[src/rtl/spi_sclk_pkg.sv]
package spi_sclk_pkg;
    typedef enum logic [1:0] {
        PH_LOAD = 2'd0,
        PH_LOW  = 2'd1,
        PH_HIGH = 2'd2
    } phase_e;
endpackage

[src/rtl/sclk_pow2_term.sv]
// Power-of-two path: half period = 2 * 2^E source cycles, terminal = 2^(E+1) - 1.
module sclk_pow2_term #(
    parameter int EXP_W = 3,
    parameter int CNT_W = 8
) (
    input  logic [EXP_W-1:0] exp_i,
    output logic [CNT_W-1:0] term_o
);
    logic [EXP_W:0] shamt;
    logic [CNT_W:0] pow;

    always_comb begin
        shamt  = {1'b0, exp_i} + 1'b1;
        pow    = (CNT_W+1)'(1) << shamt;
        term_o = CNT_W'(pow - 1'b1);
    end
endmodule

[src/rtl/sclk_linear_term.sv]
// Linear path: half period = D + 1 source cycles, terminal = D.
module sclk_linear_term #(
    parameter int DIV_W = 8,
    parameter int CNT_W = 8
) (
    input  logic [DIV_W-1:0] div_i,
    output logic [CNT_W-1:0] term_o
);
    always_comb begin
        term_o = CNT_W'(div_i);
    end
endmodule

[src/rtl/sclk_phase_fsm.sv]
module sclk_phase_fsm
    import spi_sclk_pkg::*;
#(
    parameter int CNT_W = 8
) (
    input  logic             clk,
    input  logic             rst_n,
    input  logic [CNT_W-1:0] next_term,
    output logic             sclk,
    output logic             tick
);
    phase_e           phase_q, phase_nx;
    logic [CNT_W-1:0] cnt_q, cnt_nx;
    logic [CNT_W-1:0] term_q, term_nx;
    logic             tick_q, tick_nx;
    logic             at_term;

    assign at_term = (cnt_q == term_q);

    always_comb begin
        phase_nx = phase_q;
        cnt_nx   = cnt_q + 1'b1;
        term_nx  = term_q;
        tick_nx  = 1'b0;
        unique case (phase_q)
            PH_LOAD: begin
                phase_nx = PH_LOW;
                cnt_nx   = '0;
                term_nx  = next_term;
            end
            PH_LOW: begin
                if (at_term) begin
                    phase_nx = PH_HIGH;
                    cnt_nx   = '0;
                    tick_nx  = 1'b1;
                end
            end
            PH_HIGH: begin
                if (at_term) begin
                    phase_nx = PH_LOW;
                    cnt_nx   = '0;
                    tick_nx  = 1'b1;
                    term_nx  = next_term;
                end
            end
            default: begin
                phase_nx = PH_LOAD;
                cnt_nx   = '0;
            end
        endcase
    end

    always_ff @(posedge clk or negedge rst_n) begin
        if (!rst_n) begin
            phase_q <= PH_LOAD;
            cnt_q   <= '0;
            term_q  <= '0;
            tick_q  <= 1'b0;
        end else begin
            phase_q <= phase_nx;
            cnt_q   <= cnt_nx;
            term_q  <= term_nx;
            tick_q  <= tick_nx;
        end
    end

    always_comb begin
        sclk = (phase_q == PH_HIGH);
        tick = tick_q;
    end

    assert_tick_marks_edge_R5: assert property (@(posedge clk) disable iff (!rst_n)
        tick == (sclk != $past(sclk)));

    assert_count_bound_R3: assert property (@(posedge clk) disable iff (!rst_n)
        cnt_q <= term_q);

    assert_flip_at_terminal_R3: assert property (@(posedge clk) disable iff (!rst_n)
        tick |-> ($past(cnt_q) == $past(term_q)));

    assert_cfg_hold_R6: assert property (@(posedge clk) disable iff (!rst_n)
        !$stable(term_q) |-> ((phase_q == PH_LOW) && (tick || $past(phase_q) == PH_LOAD)));
endmodule

[src/rtl/spi_sclk_divider.sv]
module spi_sclk_divider #(
    parameter int CTRL_W      = 32,
    parameter int LEG_EXP_W   = 3,
    parameter int LEG_EXP_LSB = 16,
    parameter int ENH_DIV_W   = 8,
    parameter int ENH_DIV_LSB = 16,
    parameter int ENH_SEL_POS = 24,
    parameter bit ENH_PRESENT = 1'b1
) (
    input  logic              clk_src,
    input  logic              rst_n,
    input  logic [CTRL_W-1:0] legacy_ctrl,
    input  logic [CTRL_W-1:0] enhanced_ctrl,
    output logic              sclk_out,
    output logic              edge_tick
);
    localparam int LEG_CNT_W = 1 << LEG_EXP_W;
    localparam int CNT_W     = (LEG_CNT_W > ENH_DIV_W) ? LEG_CNT_W : ENH_DIV_W;

    logic [CNT_W-1:0] leg_term;
    logic [CNT_W-1:0] next_term;
    logic             ctrl_unused;

    assign ctrl_unused = ^{legacy_ctrl, enhanced_ctrl};

    sclk_pow2_term #(.EXP_W(LEG_EXP_W), .CNT_W(CNT_W)) u_pow2 (
        .exp_i  (legacy_ctrl[LEG_EXP_LSB +: LEG_EXP_W]),
        .term_o (leg_term)
    );

    if (ENH_PRESENT) begin : g_dual
        logic [CNT_W-1:0] lin_term;
        sclk_linear_term #(.DIV_W(ENH_DIV_W), .CNT_W(CNT_W)) u_linear (
            .div_i  (enhanced_ctrl[ENH_DIV_LSB +: ENH_DIV_W]),
            .term_o (lin_term)
        );
        assign next_term = enhanced_ctrl[ENH_SEL_POS] ? lin_term : leg_term;
    end else begin : g_single
        assign next_term = leg_term;
    end

    sclk_phase_fsm #(.CNT_W(CNT_W)) u_fsm (
        .clk       (clk_src),
        .rst_n     (rst_n),
        .next_term (next_term),
        .sclk      (sclk_out),
        .tick      (edge_tick)
    );
endmodule

[config.mk]
export PLATFORM = sky130hd
export DESIGN_NAME = spi_sclk_divider
export DESIGN_NICKNAME = d
export VERILOG_FILES = /design/src/rtl/spi_sclk_pkg.sv /design/src/rtl/sclk_pow2_term.sv /design/src/rtl/sclk_linear_term.sv /design/src/rtl/sclk_phase_fsm.sv /design/src/rtl/spi_sclk_divider.sv
export SDC_FILE = /design/constraint.sdc
export NUM_CORES = 1
export LEC_CHECK = 0
export BUFFER_PORTS_ARGS = -buffer_cell sky130_fd_sc_hd__buf_4
export CAP_MARGIN = 20
export CORE_UTILIZATION = 46
export CTS_CLUSTER_SIZE = 16
export DETAILED_ROUTE_END_ITERATION = 12
export GPL_ROUTABILITY_DRIVEN = 0
export PLACE_DENSITY = 0.82
export SLEW_MARGIN = 20
export SYNTH_ARGS = -nofsm -noshare
export SYNTH_HDL_FRONTEND = slang
export SYNTH_HIERARCHICAL = 1
export SYNTH_SLANG_ARGS = --single-unit
[constraint.sdc]
create_clock -name clk_src -period 2.44 [get_ports clk_src]
set_clock_uncertainty 0.05 [all_clocks]
set_input_delay 0.244 -clock clk_src [delete_from_list [all_inputs] [get_ports clk_src]]
set_output_delay 0.244 -clock clk_src [all_outputs]
set_load 0.01 [all_outputs]
Yosys cells after proc, flatten, opt, wreduce, memory -nomap -nowiden:

Index checks and enable logic that the tools add are counted.
Widths: inputs -> output; s select.

* input port bits: 66
* flip-flop bits (word level): 19

* shifts and indexed selects: 1
* add/subtract/negate cells: 3
* reduce and logical (&&, ||, !) cells: 5
* equality and inequality tests: 5
* multiplexer cells: 10

Operators by type and width (count)
* $mux 8: 4
* $pmux 8 s2: 1
* $add 8x1->8 const B: 1
* $eq 8x8->1: 1
* $shl 1x4->8 const A: 1
* $sub 8x1->8 const B: 1
* $pmux 2 s3: 1
* $add 3x1->4 const B: 1
* $mux 2: 2
* $ne 2x1->1 const B: 2
* $reduce_and 2->1: 2
* $eq 2x1->1 const B: 1
* $eq 2x2->1 const B: 1
* $logic_not 2->1: 1
* $mux 1: 2
* $reduce_bool 2->1: 1
* $reduce_or 2->1: 1

Longest topological paths before layout:

Gate-level depths: netlist of the first run.

* depth in word-level cells: 6
* mapped depth: 7

Cells and area by module:

Netlist of the first run, hierarchy kept.

By module, submodules not included
* sclk_phase_fsm: area an instance 1034.7 µm², instances 1, seq. area each 475.5 µm², cells an instance 79
* sclk_pow2_term: area an instance 152.6 µm², instances 1, seq. area each 0.0 µm², cells an instance 19
* spi_sclk_divider: area an instance 131.4 µm², instances 1, seq. area each 0.0 µm², cells an instance 9
* sclk_linear_term: area an instance 60.1 µm², instances 1, seq. area each 0.0 µm², cells an instance 8

Least setup slack after synthesis of the first run:

OpenSTA, ideal clock, no wires.

* kind: input to register
* from: input port legacy_ctrl[18]
* to: register u_fsm.term_q[4]
* slack: 0.582 ns
* stages: 6
* required time: 2.265 ns
* arrival: 1.683 ns
* cell sequence: buf_6 or3_4 ha_1 a32o_1 mux2_4 mux2_4

* longest elaborated chain between the ends: 6

RTL lines
* from (decl): RTL line spi_sclk_divider.sv:12 `input logic [CTRL_W-1:0] legacy_ctrl,`
* $add 3x1->4 (*): RTL line sclk_pow2_term.sv:13 `shamt = {1'b0, exp_i} + 1'b1;`
* $shl 1x4->8 (*): RTL line sclk_pow2_term.sv:14 `pow = (CNT_W+1)'(1) << shamt;`
* $sub 8x1->8 (*): RTL line sclk_pow2_term.sv:15 `term_o = CNT_W'(pow - 1'b1);`
* named net leg_term[4]: RTL line spi_sclk_divider.sv:20 `logic [CNT_W-1:0] leg_term;`
* $mux 8 (*): RTL line spi_sclk_divider.sv:37 `assign next_term = enhanced_ctrl[ENH_SEL_POS] ? lin_term : leg_term;`
* named net next_term[4]: RTL line spi_sclk_divider.sv:21 `logic [CNT_W-1:0] next_term;`
* $mux 8: RTL line sclk_phase_fsm.sv:39 `if (at_term) begin`
* $pmux 8 s2 (*): RTL line sclk_phase_fsm.sv:25 `unique case (phase_q)`
* to (signal assigned): RTL line sclk_phase_fsm.sv:62 `term_q <= term_nx;`
* to (decl): RTL line sclk_phase_fsm.sv:14 `logic [CNT_W-1:0] term_q, term_nx;`

The timed path passes the listed nets; every way through them passes the cells marked *. The select of a mux whose other input is x is not followed.
A chain may end at the register's enable or synchronous reset.

Final worst setup path of the first run:

* from: register u_fsm.cnt_q[3]
* to: register u_fsm.term_q[0]

* longest elaborated chain between the ends: 3

RTL lines
* from (decl): RTL line sclk_phase_fsm.sv:13 `logic [CNT_W-1:0] cnt_q, cnt_nx;`
* from (signal assigned): RTL line sclk_phase_fsm.sv:61 `cnt_q <= cnt_nx;`
* $eq 8x8->1: RTL line sclk_phase_fsm.sv:18 `assign at_term = (cnt_q == term_q);`
* $ne 2x1->1 (no line)
* $reduce_and 2->1 (no line)

No other way between the ends.

==> key figures, run 1 <==
Clocking
  – Bufs on Longest Clock Path: 2
  – Clock transition at the registers of the reported paths: between 0.1 and 0.15 ns
  – CTS buffer count: 3
  – Hold_buf cts: 1
  – Post-CTS sizing: 0
  – Worst skew pair latency: ~0.30 ns
  – Root buf cell: clkbuf_4
  – CTS tree: built
  – CTS Sinks: 19
  – H-tree depth: 1
  – Post-CTS setup buffers: 0

Synth
  – Post-synth EDFFs: 0
  – Top-area cell type share of the netlist area: around 34%
  – Synth Cell Area: roughly 1400 um2
  – Register area share after synthesis: roughly 34%
  – Yosys cell types: 34
  – Largest area contributor in the netlist: dfrtp_1
  – Ys async rst share: between 90% and 100%
  – Synth Area in Adders: around 6.4%
  – Mapped Cells: between 100 and 150
  – Mux contribution to synthesized area: between 10% and 20%
  – Largest family of logic cells by synthesized area: multiplexers
  – Main synth FF type: dfrtp_1
  – Main area contributors after synthesis: dfrtp_1 34%, mux2_4 17%, ha_1 6.4%, xor2_1 5.7%, buf_4 4.9%
  – Synth Area in Compound Gates: approximately 6.4%
  – Post-Synth Simple-Gate Area: between 10% and 20%
  – Post-synthesis xor/xnor area fraction: 9.53%
  – Yosys warnings: 6
  – Yosys reg bits: 19
  – Syn_area_per_cell: between 10 and 15 um2

Route
  – Remaining DRCs: 2
  – Routed Antenna Nets: 0
  – Drt initial violations: 22
  – Avg WL per Cell: 13.7 um
  – Via count: roughly 840
  – Detailed Route WL: between 2 and 2.5 mm
  – TritonRoute pass-1 iters: 8
  – Via density: 5.43

Die
  – Area of the core: about 2800 um2
  – Die height: around 57 um
  – Row count: 19
  – Die extent in x: approximately 57 um
  – Die area: approximately 3200 um2
  – Starting Density: between 40% and 50%
  – I/O pins: 68

Hold path
  – Hold path depth: 3
  – Hold Crit Class: in2reg

STA
  – Total negative slack: 0 ns
  – Slew at the pin with the worst max-slew slack: between 0.5 and 0.6 ns
  – Max-slew violations: 0
  – Final setup vio count: 0
  – Final Critical Period: 1.95 ns
  – Hold Vio Cnt, Final: 0
  – Final period utilization: 79.8%
  – Post-route setup slack: ~0.49 ns
  – Relative slew slack: 65.2%
  – Fmax: 514 MHz
  – RSZ-0062 raised after global routing: false

Layout
  – Area Growth Syn to Fin: 7.26%
  – Fraction of layout cells with a size suffix above 1: 35.5%
  – NumNets Final: between 150 and 200
  – ANT cells: 0

GRT
  – Total Routing Usage GR: about 15%
  – Met3 Use GR: 3.46%
  – Largest net degree at the start of global routing: 20
  – Grt total ovfl: 0
  – Grt met2 use: between 20% and 30%
  – Met1 usage: between 10% and 20%
  – Antenna violations before repair: 0
  – Busiest grt layer: met2
  – Number of global-route vias before repair: just over 800
  – Global-route wire length before repair: 3.75 mm

Placed design
  – Setup slack after placement: about 0.47 ns
  – IO Port Bufs: 15
  – Detailed placer's ending HPWL: ~1.7 mm

Worst setup path
  – CP max FO: 8
  – Crit end category: register
  – Setup crit start kind: register
  – R2r worst-path depth: 4
  – Crit path kind: reg2reg
  – Crit path required time: 2.59 ns
  – Worst path arrival time: 2.09 ns

Job
  – Max Cap Violations: 0

Power and ir drop
  – Peak supply drop: ~360 uV
  – Pleak: around 0.76 nW
  – PwrDens: a little over 900 nW/um2

Outcome
  – Run status: finished with violations
  – Failing checks: DRC
## flip-flops by register name, indices dropped and copies added (netlist names)
name and flops:
u_fsm/tick 1, u_fsm/term_q 8, u_fsm/phase_q 2, u_fsm/cnt_q 8
## cell usage after synthesis (2+ instances only)
library cell	count
and3_1	10
dfrtp_1	19
inv_1	5
and3b_1	2
xor2_1	9
nor2_1	2
nand3_1	2
nand2_1	3
buf_4	9
nand4_1	2
ha_1	7
buf_6	2
mux2_4	16
xnor2_1	6
nor4_4	2
## per-stage QoR
stage	total power [mW]	hold slack, ns	instance area [um2]	util (%)	cells
final	1.35	0.241	1480	52.7	155
after global routing	1.44	0.225	1480	52.7	155
after CTS	1.36	0.231	1480	52.7	155
after detailed placement	1.20	0.0777	1440	51.3	150
after global placement	1.15	0.0722	1440	51.3	150
after floorplan	1.07	-0.102	1380	-	116
## layout by cell type, fill, tap and decap left out, types with 3 or more instances in the layout
master,instances
xor2_1,9
clkbuf_4,3
buf_4,15
dfrtp_1,19
mux2_4,16
and3_1,10
ha_1,7
xnor2_1,6
inv_1,5
nand2_1,3
## final timing paths
kind	startpoint	to	slack, ns
worst max-delay path	u_fsm/cnt_q[3]	u_fsm/term_q[0]	0.49
worst min-delay path	enhanced_ctrl[23]	u_fsm/term_q[7]	0.24
worst max register to register	u_fsm/cnt_q[3]	u_fsm/term_q[0]	0.49
worst min register to register	u_fsm/term_q[5]	u_fsm/term_q[5]	0.49
max in group asynchronous	rst_n	u_fsm/tick	1.85
min in group asynchronous	rst_n	u_fsm/cnt_q[7]	0.29
## where the power goes
group          total [mW]  internal, mW  switching, mW
clock               0.161        0.0624         0.0982
combinational       0.683         0.364          0.320
sequential          0.507         0.417         0.0899
total                1.35         0.843          0.508
## logic make-up after synthesis
family	Yosys count
AND/OR/NAND/NOR	30
multiplexers	17
XOR/XNOR	15
flip-flops	19
AO/OA/AOI/OAI	9
buffers and inverters	17
other	1
adder cells (fa/ha/maj)	7
## layout make-up
| type | count | area (um2) |
|---|---|---|
| Fill cell | 257 | 1330 |
| Multi-Input combinational cell | 80 | 793 |
| Sequential cell | 19 | 475 |
| Timing Repair Buffer | 16 | 123 |
| Tap cell | 31 | 38.8 |
| Clock buffer | 3 | 22.5 |
| Inverter | 5 | 18.8 |
| Clock inverter | 1 | 7.51 |
## worst max-delay path, stage by stage (launching register included)
cell and delay [ns]:
dfrtp_1 0.45, xor2_1 0.20, nor4_4 0.54, a31oi_4 0.26, mux2_4 0.35
## per-layer routing
layer | up-vias | share of wire (%)
met1 | 410 | 45
met4 | 0 | 0
met2 | 23 | 52
li1 | 408 | -
met3 | 0 | 3.3
met5 | - | 0
Power figures use the tool's default switching activity.
==> run 2, diff against run 1 <==
--- a/config.mk
+++ b/config.mk
@@ -7,11 +7,11 @@
 export LEC_CHECK = 0
 export BUFFER_PORTS_ARGS = -buffer_cell sky130_fd_sc_hd__buf_4
 export CAP_MARGIN = 20
-export CORE_UTILIZATION = 46
+export CORE_UTILIZATION = 41
 export CTS_CLUSTER_SIZE = 16
 export DETAILED_ROUTE_END_ITERATION = 12
 export GPL_ROUTABILITY_DRIVEN = 0
-export PLACE_DENSITY = 0.82
+export PLACE_DENSITY = 0.78
 export SLEW_MARGIN = 20
 export SYNTH_ARGS = -nofsm -noshare
 export SYNTH_HDL_FRONTEND = slang
==> constraint.sdc (replaced) <==
create_clock -name clk_src -period 1.6 [get_ports clk_src]
set_clock_uncertainty 0.05 [all_clocks]
set_input_delay 0.16 -clock clk_src [delete_from_list [all_inputs] [get_ports clk_src]]
set_output_delay 0.16 -clock clk_src [all_outputs]
set_load 0.01 [all_outputs]
==> key figures, run 2 (synthesis gave the netlist of run 1 again) <==
Outcome
  – Run status: finished with violations
  – Failing checks: setup timing

STA
  – Fmax: around 580 MHz
  – Final Critical Period: roughly 1.7 ns
  – Hold Vio Cnt, Final: 0
  – Max-slew violations: 0
  – Post-route setup slack: -0.124 ns
  – RSZ-0062 raised after global routing: true
  – Final setup vio count: 10
  – Final period utilization: 108%

Route
  – Via density: between 4 and 5
  – Via count: just over 900
  – TritonRoute pass-1 iters: 4
  – Remaining DRCs: 0
  – Routed Antenna Nets: 0
  – Detailed Route WL: roughly 2.5 mm
  – Avg WL per Cell: about 13 um
  – Drt initial violations: 12

Layout
  – Commonest non-fill, non-tap cell in the layout: buf_4
  – Fraction of layout cells with a size suffix above 1: approximately half
  – Top Registers: u_fsm/cnt_q: 8 flops, u_fsm/term_q: 8 flops, u_fsm/phase_q: 2 flops
  – ANT cells: 0
  – NumNets Final: roughly 230
  – Commonest cells after routing, fill and taps aside: 41 x buf_4, 19 x dfrtp_1, 16 x mux2_4, 10 x and3_1, 9 x xor2_1
  – Area Growth Syn to Fin: 24.6%

Power and ir drop
  – Clock power frac: between 10% and 20%
  – Net Sw Power: 866 uW
  – Sequential power share: between 30% and 40%
  – Peak supply drop: about 540 uV
  – Pleak: approximately 0.91 nW
  – Comb pwr share: slightly below 60%
  – Pint: approximately 1.6 mW
  – Final Power: roughly 2.4 mW
  – PwrDens: between 1000 and 1500 nW/um2
  – Sw frac: between 30% and 40%

Die
  – Die extent in x: roughly 60 um
  – Row count: 20
  – Starting Density: between 40% and 50%
  – Area of the core: roughly 3100 um2
  – Die height: 60.0 um
  – I/O pins: roughly 70
  – Die area: 3600 um2

Worst setup path
  – Reg2reg start: u_fsm/term_q[4]
  – Crit end category: register
  – Worst R2R End: u_fsm/term_q[7]
  – Crit-path cells: xor2_1 -> nor4_4 -> a31oi_4 -> buf_12 -> mux2_4
  – CP max FO: 8
  – R2r worst-path depth: 5
  – Buf/Inv on CP: 1
  – Crit path kind: reg2reg
  – Setup crit start kind: register
  – Crit path required time: between 1.5 and 2 ns
  – Slowest-stage cell, CP: dfrtp_1
  – Worst path arrival time: between 1.5 and 2 ns
  – Crit-path max cell delay: between 0.4 and 0.5 ns
  – R2R setup slack: -0.12 ns
  – Family with the most delay on the worst path: flip-flops

Placed design
  – Setup slack after placement: -0.227 ns
  – Detailed placer's ending HPWL: around 2 mm
  – IO Port Bufs: 15

GRT
  – Number of global-route vias before repair: a little under 1,000
  – Total Routing Usage GR: between 10% and 20%
  – Antenna violations before repair: 0
  – Largest net degree at the start of global routing: 20
  – Grt total ovfl: 0
  – Global-route wire length before repair: between 4 and 5 mm

Clocking
  – CTS Sinks: 19
  – Root buf cell: clkbuf_4
  – Bufs on Longest Clock Path: 2
  – CTS buffer count: 3
  – CTS tree: built
  – Clock transition at the registers of the reported paths: around 0.11 ns
  – Worst skew pair latency: ~0.31 ns
  – H-tree depth: 1

Hold path
  – Hold_sp: enhanced_ctrl[18]
  – Hold Crit Class: in2reg
  – Hold endpoint: u_fsm/term_q[2]
  – Hold path depth: 3

Job
  – Max Cap Violations: 0
## run 2: through the flow
step	utilization, %	area [um2]	setup TNS [ns]	instances	hold WS, ns
finish	54.9	1720	-1.02	195	0.149
global route	54.9	1720	-2.35	195	0.138
CTS	54.7	1710	-1.27	194	0.137
detailed placement	53.0	1660	-2.16	188	-0.00171
global placement	53.0	1660	-1.35	188	-0.00837
floorplan	-	1390	-1.14	116	-0.186
## run 2: routing by layer
layer  share of wire [%]  track usage [%]
met1                  40             18.5
met2                  55             30.6
met3                 2.4             2.81
met4                 2.6             10.6
met5                   0                0
## run 2: final cells by class
type | instances | area [um2]
flip-flops and latches | 19 | 475
multi-input cells | 80 | 803
repair buffers | 43 | 338
inverters | 5 | 18.8
well taps | 44 | 55.1
clock buffers | 3 | 22.5
fillers | 276 | 1410
clock inverters | 1 | 5.00
## run 2: how the worst max path moves through the flow
stage                          from               to  cells after the start
floorplan            u_fsm/cnt_q[2]  u_fsm/term_q[0]                      4
global placement    legacy_ctrl[16]  u_fsm/term_q[4]                      6
detailed placement  legacy_ctrl[16]  u_fsm/term_q[4]                      6
CTS                  u_fsm/cnt_q[3]  u_fsm/term_q[7]                      5
global route        u_fsm/term_q[4]  u_fsm/term_q[7]                      5
finish              u_fsm/term_q[4]  u_fsm/term_q[7]                      5
## run 2: worst min-delay path: cells and delay by family
kind / cells / cell delay (ns)
buf+inv: 1 / 0.08
mux: 2 / 0.24
## run 2: power groups by stage
stage	sequential, mW	clock, mW	combinational (mW)
6_report	0.746	0.246	1.44
5_1_grt	0.765	0.283	1.57
4_1_cts	0.751	0.261	1.44
3_5_place_dp	0.760	0	1.41
3_3_place_gp	0.753	0	1.34
2_1_floorplan	0.743	0	0.890
## run 2: timing repair
| item | 4_1_cts | 5_1_grt |
|---|---|---|
| gates resized for setup | 2 | 0 |
| hold buffers | 1 | 0 |
| endpoints found under the hold margin | 19 | 0 |
| buffers inserted | 1 | 1 |
| setup endpoints to repair | 17 | 19 |
| pin swaps | 2 | 1 |
